### config.mk
export PLATFORM = sky130hd
export DESIGN_NAME = trig_seq_top
export DESIGN_NICKNAME = d
export VERILOG_FILES = /design/src/rtl/trig_seq_pkg.sv /design/src/rtl/trig_seq_rst_sync.sv /design/src/rtl/trig_seq_cond.sv /design/src/rtl/trig_seq_cfg_sel.sv /design/src/rtl/trig_seq_occ.sv /design/src/rtl/trig_seq_top.sv
export SDC_FILE = /design/constraint.sdc
export NUM_CORES = 1
export LEC_CHECK = 0
export BUFFER_PORTS_ARGS = -buffer_cell sky130_fd_sc_hd__buf_2
export CAP_MARGIN = 10
export CORE_AREA = 2 2 561 563
export CTS_CLUSTER_SIZE = 24
export DETAILED_ROUTE_END_ITERATION = 8
export DIE_AREA = 0 0 563 565
export GPL_ROUTABILITY_DRIVEN = 0
export PLACE_DENSITY = 0.3
export SYNTH_ARGS = -nofsm -noshare
export SYNTH_HDL_FRONTEND = slang
export SYNTH_SLANG_ARGS = --single-unit
### constraint.sdc
create_clock -name clk -period 2.73 [get_ports clk]
set_clock_uncertainty 0.2 [all_clocks]
set_input_delay 0.1365 -clock clk [delete_from_list [all_inputs] [get_ports clk]]
set_output_delay 0.1365 -clock clk [all_outputs]
set_load 0.005 [all_outputs]
### src/rtl/trig_seq_pkg.sv
package trig_seq_pkg;

  localparam int unsigned FN_W = 3;

  // condition slots inside one state record
  localparam int unsigned CI_HIT = 0;
  localparam int unsigned CI_ELS = 1;
  localparam int unsigned CI_CAP = 2;
  localparam int unsigned N_COND = 3;

  typedef enum logic [FN_W-1:0] {
    FN_AND  = 3'd0,
    FN_NAND = 3'd1,
    FN_OR   = 3'd2,
    FN_NOR  = 3'd3,
    FN_XOR  = 3'd4,
    FN_XNOR = 3'd5
  } cond_fn_e;

  function automatic int unsigned state_cfg_width(int unsigned terms, int unsigned sw,
                                                  int unsigned cw, int unsigned nt);
    return N_COND * (terms + FN_W) + sw + cw + 2 + 2 * nt;
  endfunction

endpackage

### src/rtl/trig_seq_rst_sync.sv
module trig_seq_rst_sync (
  input  logic clk,
  input  logic rst_n_i,
  output logic rst_n_o
);
  logic meta_q;
  logic sync_q;

  always_ff @(posedge clk or negedge rst_n_i) begin
    if (!rst_n_i) begin
      meta_q <= 1'b0;
      sync_q <= 1'b0;
    end else begin
      meta_q <= 1'b1;
      sync_q <= meta_q;
    end
  end

  assign rst_n_o = sync_q;
endmodule

### src/rtl/trig_seq_cond.sv
module trig_seq_cond
  import trig_seq_pkg::*;
#(
  parameter int unsigned NUM_TERMS = 16
) (
  input  logic [NUM_TERMS-1:0] terms_i,
  input  logic [NUM_TERMS-1:0] mask_i,
  input  logic [FN_W-1:0]      fn_i,
  output logic                 match_o
);
  logic [NUM_TERMS-1:0] sel;
  logic all_set;
  logic any_set;
  logic odd_set;

  assign sel     = terms_i & mask_i;
  assign all_set = &(terms_i | ~mask_i);
  assign any_set = |sel;
  assign odd_set = ^sel;

  always_comb begin
    case (fn_i)
      FN_AND:  match_o = all_set;
      FN_NAND: match_o = ~all_set;
      FN_OR:   match_o = any_set;
      FN_NOR:  match_o = ~any_set;
      FN_XOR:  match_o = odd_set;
      FN_XNOR: match_o = ~odd_set;
      default: match_o = 1'b0;
    endcase
  end
endmodule

### src/rtl/trig_seq_cfg_sel.sv
module trig_seq_cfg_sel
  import trig_seq_pkg::*;
#(
  parameter int unsigned NUM_TERMS  = 16,
  parameter int unsigned NUM_STATES = 16,
  parameter int unsigned STATE_W    = 4,
  parameter int unsigned CNT_W      = 20,
  parameter int unsigned NUM_TIMERS = 2,
  localparam int unsigned SCW       = state_cfg_width(NUM_TERMS, STATE_W, CNT_W, NUM_TIMERS)
) (
  input  logic [NUM_STATES*SCW-1:0]             cfg_i,
  input  logic [STATE_W-1:0]                    state_i,
  output logic [N_COND-1:0][NUM_TERMS-1:0]      mask_o,
  output logic [N_COND-1:0][FN_W-1:0]           fn_o,
  output logic [STATE_W-1:0]                    tgt_o,
  output logic [CNT_W-1:0]                      limit_o,
  output logic                                  act_trg_o,
  output logic                                  act_adv_o,
  output logic [NUM_TIMERS-1:0]                 act_tst_o,
  output logic [NUM_TIMERS-1:0]                 act_tsp_o
);
  localparam int unsigned COND_W  = NUM_TERMS + FN_W;
  localparam int unsigned OFF_TGT = N_COND * COND_W;
  localparam int unsigned OFF_CNT = OFF_TGT + STATE_W;
  localparam int unsigned OFF_TRG = OFF_CNT + CNT_W;
  localparam int unsigned OFF_ADV = OFF_TRG + 1;
  localparam int unsigned OFF_TST = OFF_ADV + 1;
  localparam int unsigned OFF_TSP = OFF_TST + NUM_TIMERS;

  logic [SCW-1:0] rec;

  assign rec = cfg_i[int'(state_i)*SCW +: SCW];

  for (genvar k = 0; k < N_COND; k++) begin : g_field
    assign mask_o[k] = rec[k*COND_W +: NUM_TERMS];
    assign fn_o[k]   = rec[k*COND_W + NUM_TERMS +: FN_W];
  end

  assign tgt_o     = rec[OFF_TGT +: STATE_W];
  assign limit_o   = rec[OFF_CNT +: CNT_W];
  assign act_trg_o = rec[OFF_TRG];
  assign act_adv_o = rec[OFF_ADV];
  assign act_tst_o = rec[OFF_TST +: NUM_TIMERS];
  assign act_tsp_o = rec[OFF_TSP +: NUM_TIMERS];
endmodule

### src/rtl/trig_seq_occ.sv
module trig_seq_occ #(
  parameter int unsigned CNT_W = 20
) (
  input  logic             clk,
  input  logic             rst_n,
  input  logic             clr_i,
  input  logic             inc_i,
  input  logic [CNT_W-1:0] limit_i,
  output logic             full_o,
  output logic [CNT_W-1:0] cnt_o
);
  logic [CNT_W-1:0] cnt_q;
  logic [CNT_W-1:0] cnt_d;
  logic [CNT_W-1:0] lim_eff;
  logic [CNT_W:0]   cnt_inc;
  logic             reached;
  logic             cnt_en;

  // a programmed count of zero behaves as one
  assign lim_eff = (limit_i == '0) ? {{(CNT_W-1){1'b0}}, 1'b1} : limit_i;
  assign cnt_inc = {1'b0, cnt_q} + {{CNT_W{1'b0}}, 1'b1};
  assign reached = cnt_inc >= {1'b0, lim_eff};
  assign full_o  = inc_i & reached;
  assign cnt_en  = clr_i | inc_i;

  always_comb begin
    if (clr_i)        cnt_d = '0;
    else if (reached) cnt_d = '0;
    else              cnt_d = cnt_inc[CNT_W-1:0];
  end

  always_ff @(posedge clk or negedge rst_n) begin
    if (!rst_n)      cnt_q <= '0;
    else if (cnt_en) cnt_q <= cnt_d;
  end

  assign cnt_o = cnt_q;

  AST_FULL_RESTARTS: assert property (@(posedge clk) disable iff (!rst_n)
    full_o |=> (cnt_q == '0));
endmodule

### src/rtl/trig_seq_top.sv
module trig_seq_top
  import trig_seq_pkg::*;
#(
  parameter int unsigned NUM_TERMS  = 16,
  parameter int unsigned NUM_STATES = 16,
  parameter int unsigned CNT_W      = 20,
  parameter int unsigned NUM_TIMERS = 2,
  localparam int unsigned STATE_W   = (NUM_STATES > 1) ? $clog2(NUM_STATES) : 1,
  localparam int unsigned SCW       = state_cfg_width(NUM_TERMS, STATE_W, CNT_W, NUM_TIMERS)
) (
  input  logic                       clk,
  input  logic                       rst_n,
  input  logic                       arm_i,
  input  logic                       smp_valid_i,
  input  logic [NUM_TERMS-1:0]       terms_i,
  input  logic [NUM_STATES*SCW-1:0]  cfg_i,
  output logic [STATE_W-1:0]         state_o,
  output logic                       trig_o,
  output logic                       capture_o,
  output logic [NUM_TIMERS-1:0]      tmr_start_o,
  output logic [NUM_TIMERS-1:0]      tmr_stop_o
);
  localparam logic [STATE_W-1:0] LAST_ST = STATE_W'(NUM_STATES - 1);

  logic rst_ns;

  logic [STATE_W-1:0]    state_q, state_d;
  logic                  armed_q, armed_d;
  logic                  fired_q, fired_d;
  logic                  trig_q, trig_d;
  logic                  cap_q, cap_d;
  logic [NUM_TIMERS-1:0] tst_q, tst_d;
  logic [NUM_TIMERS-1:0] tsp_q, tsp_d;
  logic                  ctl_en;

  logic [N_COND-1:0][NUM_TERMS-1:0] cond_mask;
  logic [N_COND-1:0][FN_W-1:0]      cond_fn;
  logic [N_COND-1:0]                cond_hit;
  logic [STATE_W-1:0]               cfg_tgt;
  logic [STATE_W-1:0]               tgt_eff;
  logic [CNT_W-1:0]                 cfg_limit;
  logic                             act_trg;
  logic                             act_adv;
  logic [NUM_TIMERS-1:0]            act_tst;
  logic [NUM_TIMERS-1:0]            act_tsp;

  logic             step;
  logic             occ_clr;
  logic             occ_inc;
  logic             occ_full;
  logic [CNT_W-1:0] occ_cnt;

  trig_seq_rst_sync u_rst_sync (
    .clk     (clk),
    .rst_n_i (rst_n),
    .rst_n_o (rst_ns)
  );

  trig_seq_cfg_sel #(
    .NUM_TERMS  (NUM_TERMS),
    .NUM_STATES (NUM_STATES),
    .STATE_W    (STATE_W),
    .CNT_W      (CNT_W),
    .NUM_TIMERS (NUM_TIMERS)
  ) u_cfg_sel (
    .cfg_i     (cfg_i),
    .state_i   (state_q),
    .mask_o    (cond_mask),
    .fn_o      (cond_fn),
    .tgt_o     (cfg_tgt),
    .limit_o   (cfg_limit),
    .act_trg_o (act_trg),
    .act_adv_o (act_adv),
    .act_tst_o (act_tst),
    .act_tsp_o (act_tsp)
  );

  for (genvar k = 0; k < N_COND; k++) begin : g_cond
    trig_seq_cond #(
      .NUM_TERMS (NUM_TERMS)
    ) u_cond (
      .terms_i (terms_i),
      .mask_i  (cond_mask[k]),
      .fn_i    (cond_fn[k]),
      .match_o (cond_hit[k])
    );
  end

  // out-of-range else targets fold onto the last state
  if ((2 ** STATE_W) != NUM_STATES) begin : g_tgt_clamp
    assign tgt_eff = (cfg_tgt > LAST_ST) ? LAST_ST : cfg_tgt;
  end else begin : g_tgt_pass
    assign tgt_eff = cfg_tgt;
  end

  assign step    = armed_q & ~fired_q & smp_valid_i & ~arm_i;
  assign occ_inc = step & cond_hit[CI_HIT];

  trig_seq_occ #(
    .CNT_W (CNT_W)
  ) u_occ (
    .clk     (clk),
    .rst_n   (rst_ns),
    .clr_i   (occ_clr),
    .inc_i   (occ_inc),
    .limit_i (cfg_limit),
    .full_o  (occ_full),
    .cnt_o   (occ_cnt)
  );

  // next-state logic
  always_comb begin
    state_d = state_q;
    armed_d = armed_q;
    fired_d = fired_q;
    trig_d  = 1'b0;
    cap_d   = 1'b0;
    tst_d   = '0;
    tsp_d   = '0;
    occ_clr = 1'b0;
    if (arm_i) begin
      armed_d = 1'b1;
      fired_d = 1'b0;
      state_d = '0;
      occ_clr = 1'b1;
    end else if (armed_q && smp_valid_i) begin
      if (fired_q) begin
        cap_d = 1'b1;
      end else begin
        cap_d = cond_hit[CI_CAP];
        if (cond_hit[CI_HIT]) begin
          if (occ_full) begin
            trig_d = act_trg;
            fired_d = act_trg;
            cap_d = cond_hit[CI_CAP] | act_trg;
            tst_d = act_tst;
            tsp_d = act_tsp;
            if (act_adv && (state_q != LAST_ST)) begin
              state_d = state_q + STATE_W'(1);
            end
          end
        end else if (cond_hit[CI_ELS]) begin
          state_d = tgt_eff;
          occ_clr = 1'b1;
        end
      end
    end
  end

  assign ctl_en = arm_i | step;

  // registers: control state only moves on arm or a live sample
  always_ff @(posedge clk or negedge rst_ns) begin
    if (!rst_ns) begin
      state_q <= '0;
      armed_q <= 1'b0;
      fired_q <= 1'b0;
    end else if (ctl_en) begin
      state_q <= state_d;
      armed_q <= armed_d;
      fired_q <= fired_d;
    end
  end

  always_ff @(posedge clk or negedge rst_ns) begin
    if (!rst_ns) begin
      trig_q <= 1'b0;
      cap_q  <= 1'b0;
      tst_q  <= '0;
      tsp_q  <= '0;
    end else begin
      trig_q <= trig_d;
      cap_q  <= cap_d;
      tst_q  <= tst_d;
      tsp_q  <= tsp_d;
    end
  end

  assign state_o     = state_q;
  assign trig_o      = trig_q;
  assign capture_o   = cap_q;
  assign tmr_start_o = tst_q;
  assign tmr_stop_o  = tsp_q;

  AST_ARM_RESTARTS: assert property (@(posedge clk) disable iff (!rst_ns)
    arm_i |=> (state_q == '0) && !trig_o && !capture_o && (occ_cnt == '0));

  AST_MOVE_CLEARS_CNT: assert property (@(posedge clk) disable iff (!rst_ns)
    (state_q != $past(state_q)) |-> (occ_cnt == '0));

  AST_FROZEN_AFTER_FIRE: assert property (@(posedge clk) disable iff (!rst_ns)
    (fired_q && !arm_i) |=> $stable(state_q) && !trig_o && (tmr_start_o == '0));

  AST_CAPTURE_AFTER_FIRE: assert property (@(posedge clk) disable iff (!rst_ns)
    (fired_q && smp_valid_i && !arm_i) |=> capture_o);

  AST_NO_SAMPLE_QUIET: assert property (@(posedge clk) disable iff (!rst_ns)
    (!smp_valid_i && !arm_i) |=> !capture_o && !trig_o && (tmr_start_o == '0) && (tmr_stop_o == '0));

  AST_TRIG_SINGLE: assert property (@(posedge clk) disable iff (!rst_ns)
    trig_o |=> !trig_o);
endmodule

==> metrics <==
top cells by instance count after synthesis mux2i_1, mux4_2, nand2_1; largest cells by area after synthesis mux4_2, mux2i_1, a221oi_1; final WL 245 mm; Slew headroom 0.347; setup ws final -2.09 ns; final instance count without filler cells 7708; fill count 36318; CP Launch Point state_o[0]; post-layout instance area 0.0349 mm^2; Area Growth Syn to Fin 126%; Syn Std Cell Area 0.0154 mm^2; io pins 1422; VDD IR max 0.000454 V; Cell Pwr Density 777 mW/mm^2; CP delay by family, top compound AO/OA/AOI/OAI gates; Distinct cells, synth 78; placed cells 7503; Core ar. 0.311 mm^2; Rows 205; H-tree depth 2; Startpoint Class flop; flops & latches, synth 34; Avg Inst Size Synth 9.77 um^2; Critical Path AT 4.81 ns; Antenna Violating Nets Remaining 0; Buf/Inv on CP 4; Die Y 565 um; total power 27.1 mW; DRT Pass-1 Iters 7; final-report max-slew violation count 0; Post-Syn Instances 1581; Chip Width 563 um; crit end category flop; CTS tree yes; YS warnings 0; drt wl/cell 31.8 um; Synth async-reset ratio 1.00; total grt overflow 0; DRT iter0 DRCs 1217; Critical Path Slowest Stage Cell mux4_2; Final period util 1.76; Worst-path clk slew 0.07 ns; vias in the first global route 25477; violated checks setup timing; Placement Cell Area 0.0317 mm^2; CP max stage delay 0.60 ns; die area 0.318 mm^2; latest clock arrival within the worst-skew pair 0.30 ns; root buffer cell clkbuf_16; GRT Total Usage 0.147; Register Area 867 um^2; kind of critical path reg2reg; Leak 14.5 nW; area of the multi-input gates 0.0151 mm^2; Num CTS Buffers 5; post-synth net total 3039; RR Startpoint state_o[0]; min Tclk post-route 4.82 ns; count leader, synth mux2i_1; Post-synth EDFFs 0; vias post-DR 24492; register area share after synthesis 0.0551; Reg2Reg Depth 21; CTS Sinks 34; initial core utilization 0.0496; final hold vios 0; Max Root-Sink Buffers 2; Port-buffer cells 1421; Nets 4895; WP depth 21; Worst Path Required 2.72 ns; pre-CTS WS -2.54 ns; Residual DRC 0; setup_tns -61.95 ns; post-detail-place hpwl 224 mm; Setup crit end state_o[1]; Synth area leader mux4_2; initial antenna violation count 315; Critical Path, Cell by Cell buf_12 -> buf_16 -> buf_12 -> mux4_2 -> a221oi_2 -> buf_4 -> and4_4 -> nand4_1 -> nor2_1 -> a41o_1 -> ha_4 -> nor2b_2 -> o21a_1 -> o21a_1 -> o21ai_1 -> a21oi_1 -> o21a_2 -> nor2_4 -> nor3_2 -> o21ai_2 -> mux2_4; pin count of the biggest net entering global routing 29; status finished with violations; Hold Path Class in2reg; via/cell ratio 3.18; layout cell share with drive strength beyond 1 0.718; Fmax 0.208 GHz; Setup Viol. Count Final 31; worst slew pin tran 0.980 ns; RR Endpoint state_o[1]; Worst R2R Setup Slack -2.09 ns; first-pass GRT wire length 296 mm; unrepaired setup endpoints after global routing yes; dominant synthesized flop cell dfrtp_1; Max Fanout on Critical Path 7; Max-Cap Viols 0; area share of the largest cell type after synthesis 0.318
[how the worst min path moves through the flow]
stage,startpoint,to,slack [ns],cells after the start
after CTS,smp_valid_i,capture_o,0.07,4
final,smp_valid_i,capture_o,0.08,4
after floorplan,rst_n,u_rst_sync.meta_q,-0.36,0
after global routing,rst_n,u_rst_sync.meta_q,0.10,2
after detailed placement,rst_n,u_rst_sync.meta_q,-0.27,1
after global placement,rst_n,u_rst_sync.meta_q,-0.27,1
[layout make-up]
cell class,count,share of cell area
Clock buffer,6,0.00398
Tap cell,4140,0.149
Clock inverter,2,0.000359
Multi-Input combinational cell,1351,0.433
Sequential cell,34,0.0249
Antenna cell,130,0.00933
Timing Repair Buffer,2007,0.376
Inverter,38,0.00438
[layer usage]
layer | global-route usage | vias to the layer above | routed length (um)
met1 | 0.167 | 11866 | 94600
met2 | 0.259 | 1545 | 119000
met5 | 0 | - | 607
met3 | 0.0401 | 547 | 19300
li1 | - | 10440 | -
met4 | 0.0547 | 94 | 11500
[kinds of logic (layout without fill, tap and decap cells)]
family | count (synthesis) | count (layout) | synth area share
muxes | 505 | 505 | 0.506
AOI/OAI and AO/OA | 420 | 420 | 0.203
and+or+nand+nor | 338 | 338 | 0.104
buffers and inverters | 196 | 2053 | 0.0705
adders and majority gates | 46 | 46 | 0.0373
xor gates and xnor gates | 41 | 41 | 0.0233
DFF | 34 | 34 | 0.0551
other | 1 | 131 | 0.000243
[sequential cells by signal, summed over array words and instances (netlist names)]
| signal | cells |
|---|---|
| armed_q | 1 |
| capture_o | 1 |
| fired_q | 1 |
| state_o | 4 |
| tmr_start_o | 2 |
| tmr_stop_o | 2 |
| trig_o | 1 |
| u_occ.cnt_o | 20 |
| u_rst_sync.meta_q | 1 |
| u_rst_sync.rst_n_o | 1 |
[cell usage in the layout, fill, tap and decap left out, types with 14 or more instances in the layout]
| cell type | n |
|---|---|
| a221oi_2 | 46 |
| dfrtp_1 | 29 |
| nor2_1 | 39 |
| buf_2 | 1421 |
| mux2i_4 | 20 |
| nand4_1 | 20 |
| mux2i_1 | 233 |
| ha_1 | 38 |
| a221oi_4 | 21 |
| buf_6 | 32 |
| o21ai_1 | 23 |
| buf_4 | 447 |
| o21ai_0 | 48 |
| buf_16 | 18 |
| a21oi_1 | 34 |
| nand2_1 | 152 |
| xnor2_1 | 17 |
| diode_2 | 130 |
| a21o_1 | 14 |
| mux2i_2 | 20 |
| buf_12 | 78 |
| mux4_2 | 218 |
| nand3_1 | 21 |
| a221oi_1 | 54 |
| inv_1 | 35 |
| a22oi_1 | 48 |
| a22o_1 | 19 |
| o211ai_1 | 15 |
[worst register-to-register path, stage by stage, from the launching register on]
cell,delay (ns)
dfrtp_4,0.46
buf_12,0.19
buf_16,0.18
buf_12,0.18
mux4_2,0.61
a221oi_2,0.29
buf_4,0.16
and4_4,0.23
nand4_1,0.10
nor2_1,0.15
a41o_1,0.22
ha_4,0.14
nor2b_2,0.03
o21a_1,0.16
o21a_1,0.17
o21ai_1,0.13
a21oi_1,0.08
o21a_2,0.23
nor2_4,0.22
nor3_2,0.08
o21ai_2,0.20
mux2_4,0.31
[where the power goes]
group	internal, mW	switching (mW)	leakage (nW)	total, mW
logic	12.4	13.5	13.9	25.8
registers	0.549	0.0698	0.454	0.619
clock network	0.363	0.284	0.0737	0.647
total	13.3	13.8	14.5	27.1
[per-stage QoR]
stage,util,hold WS [ns]
floorplan,-,-0.359
global placement,0.102,-0.274
global route,0.112,0.102
CTS,0.110,0.0748
detailed placement,0.102,-0.274
finish,0.112,0.0810
[repair_timing]
item / CTS / global route
hold buffers: 1 / 0
gates cloned: 14 / 1
buffers inserted: 57 / 3
resized for setup: 275 / 63
pin swaps: 86 / 43
endpoints found under the hold margin: 2 / 0
endpoints found under the setup margin: 31 / 31
(Power assumes the default switching activity.)
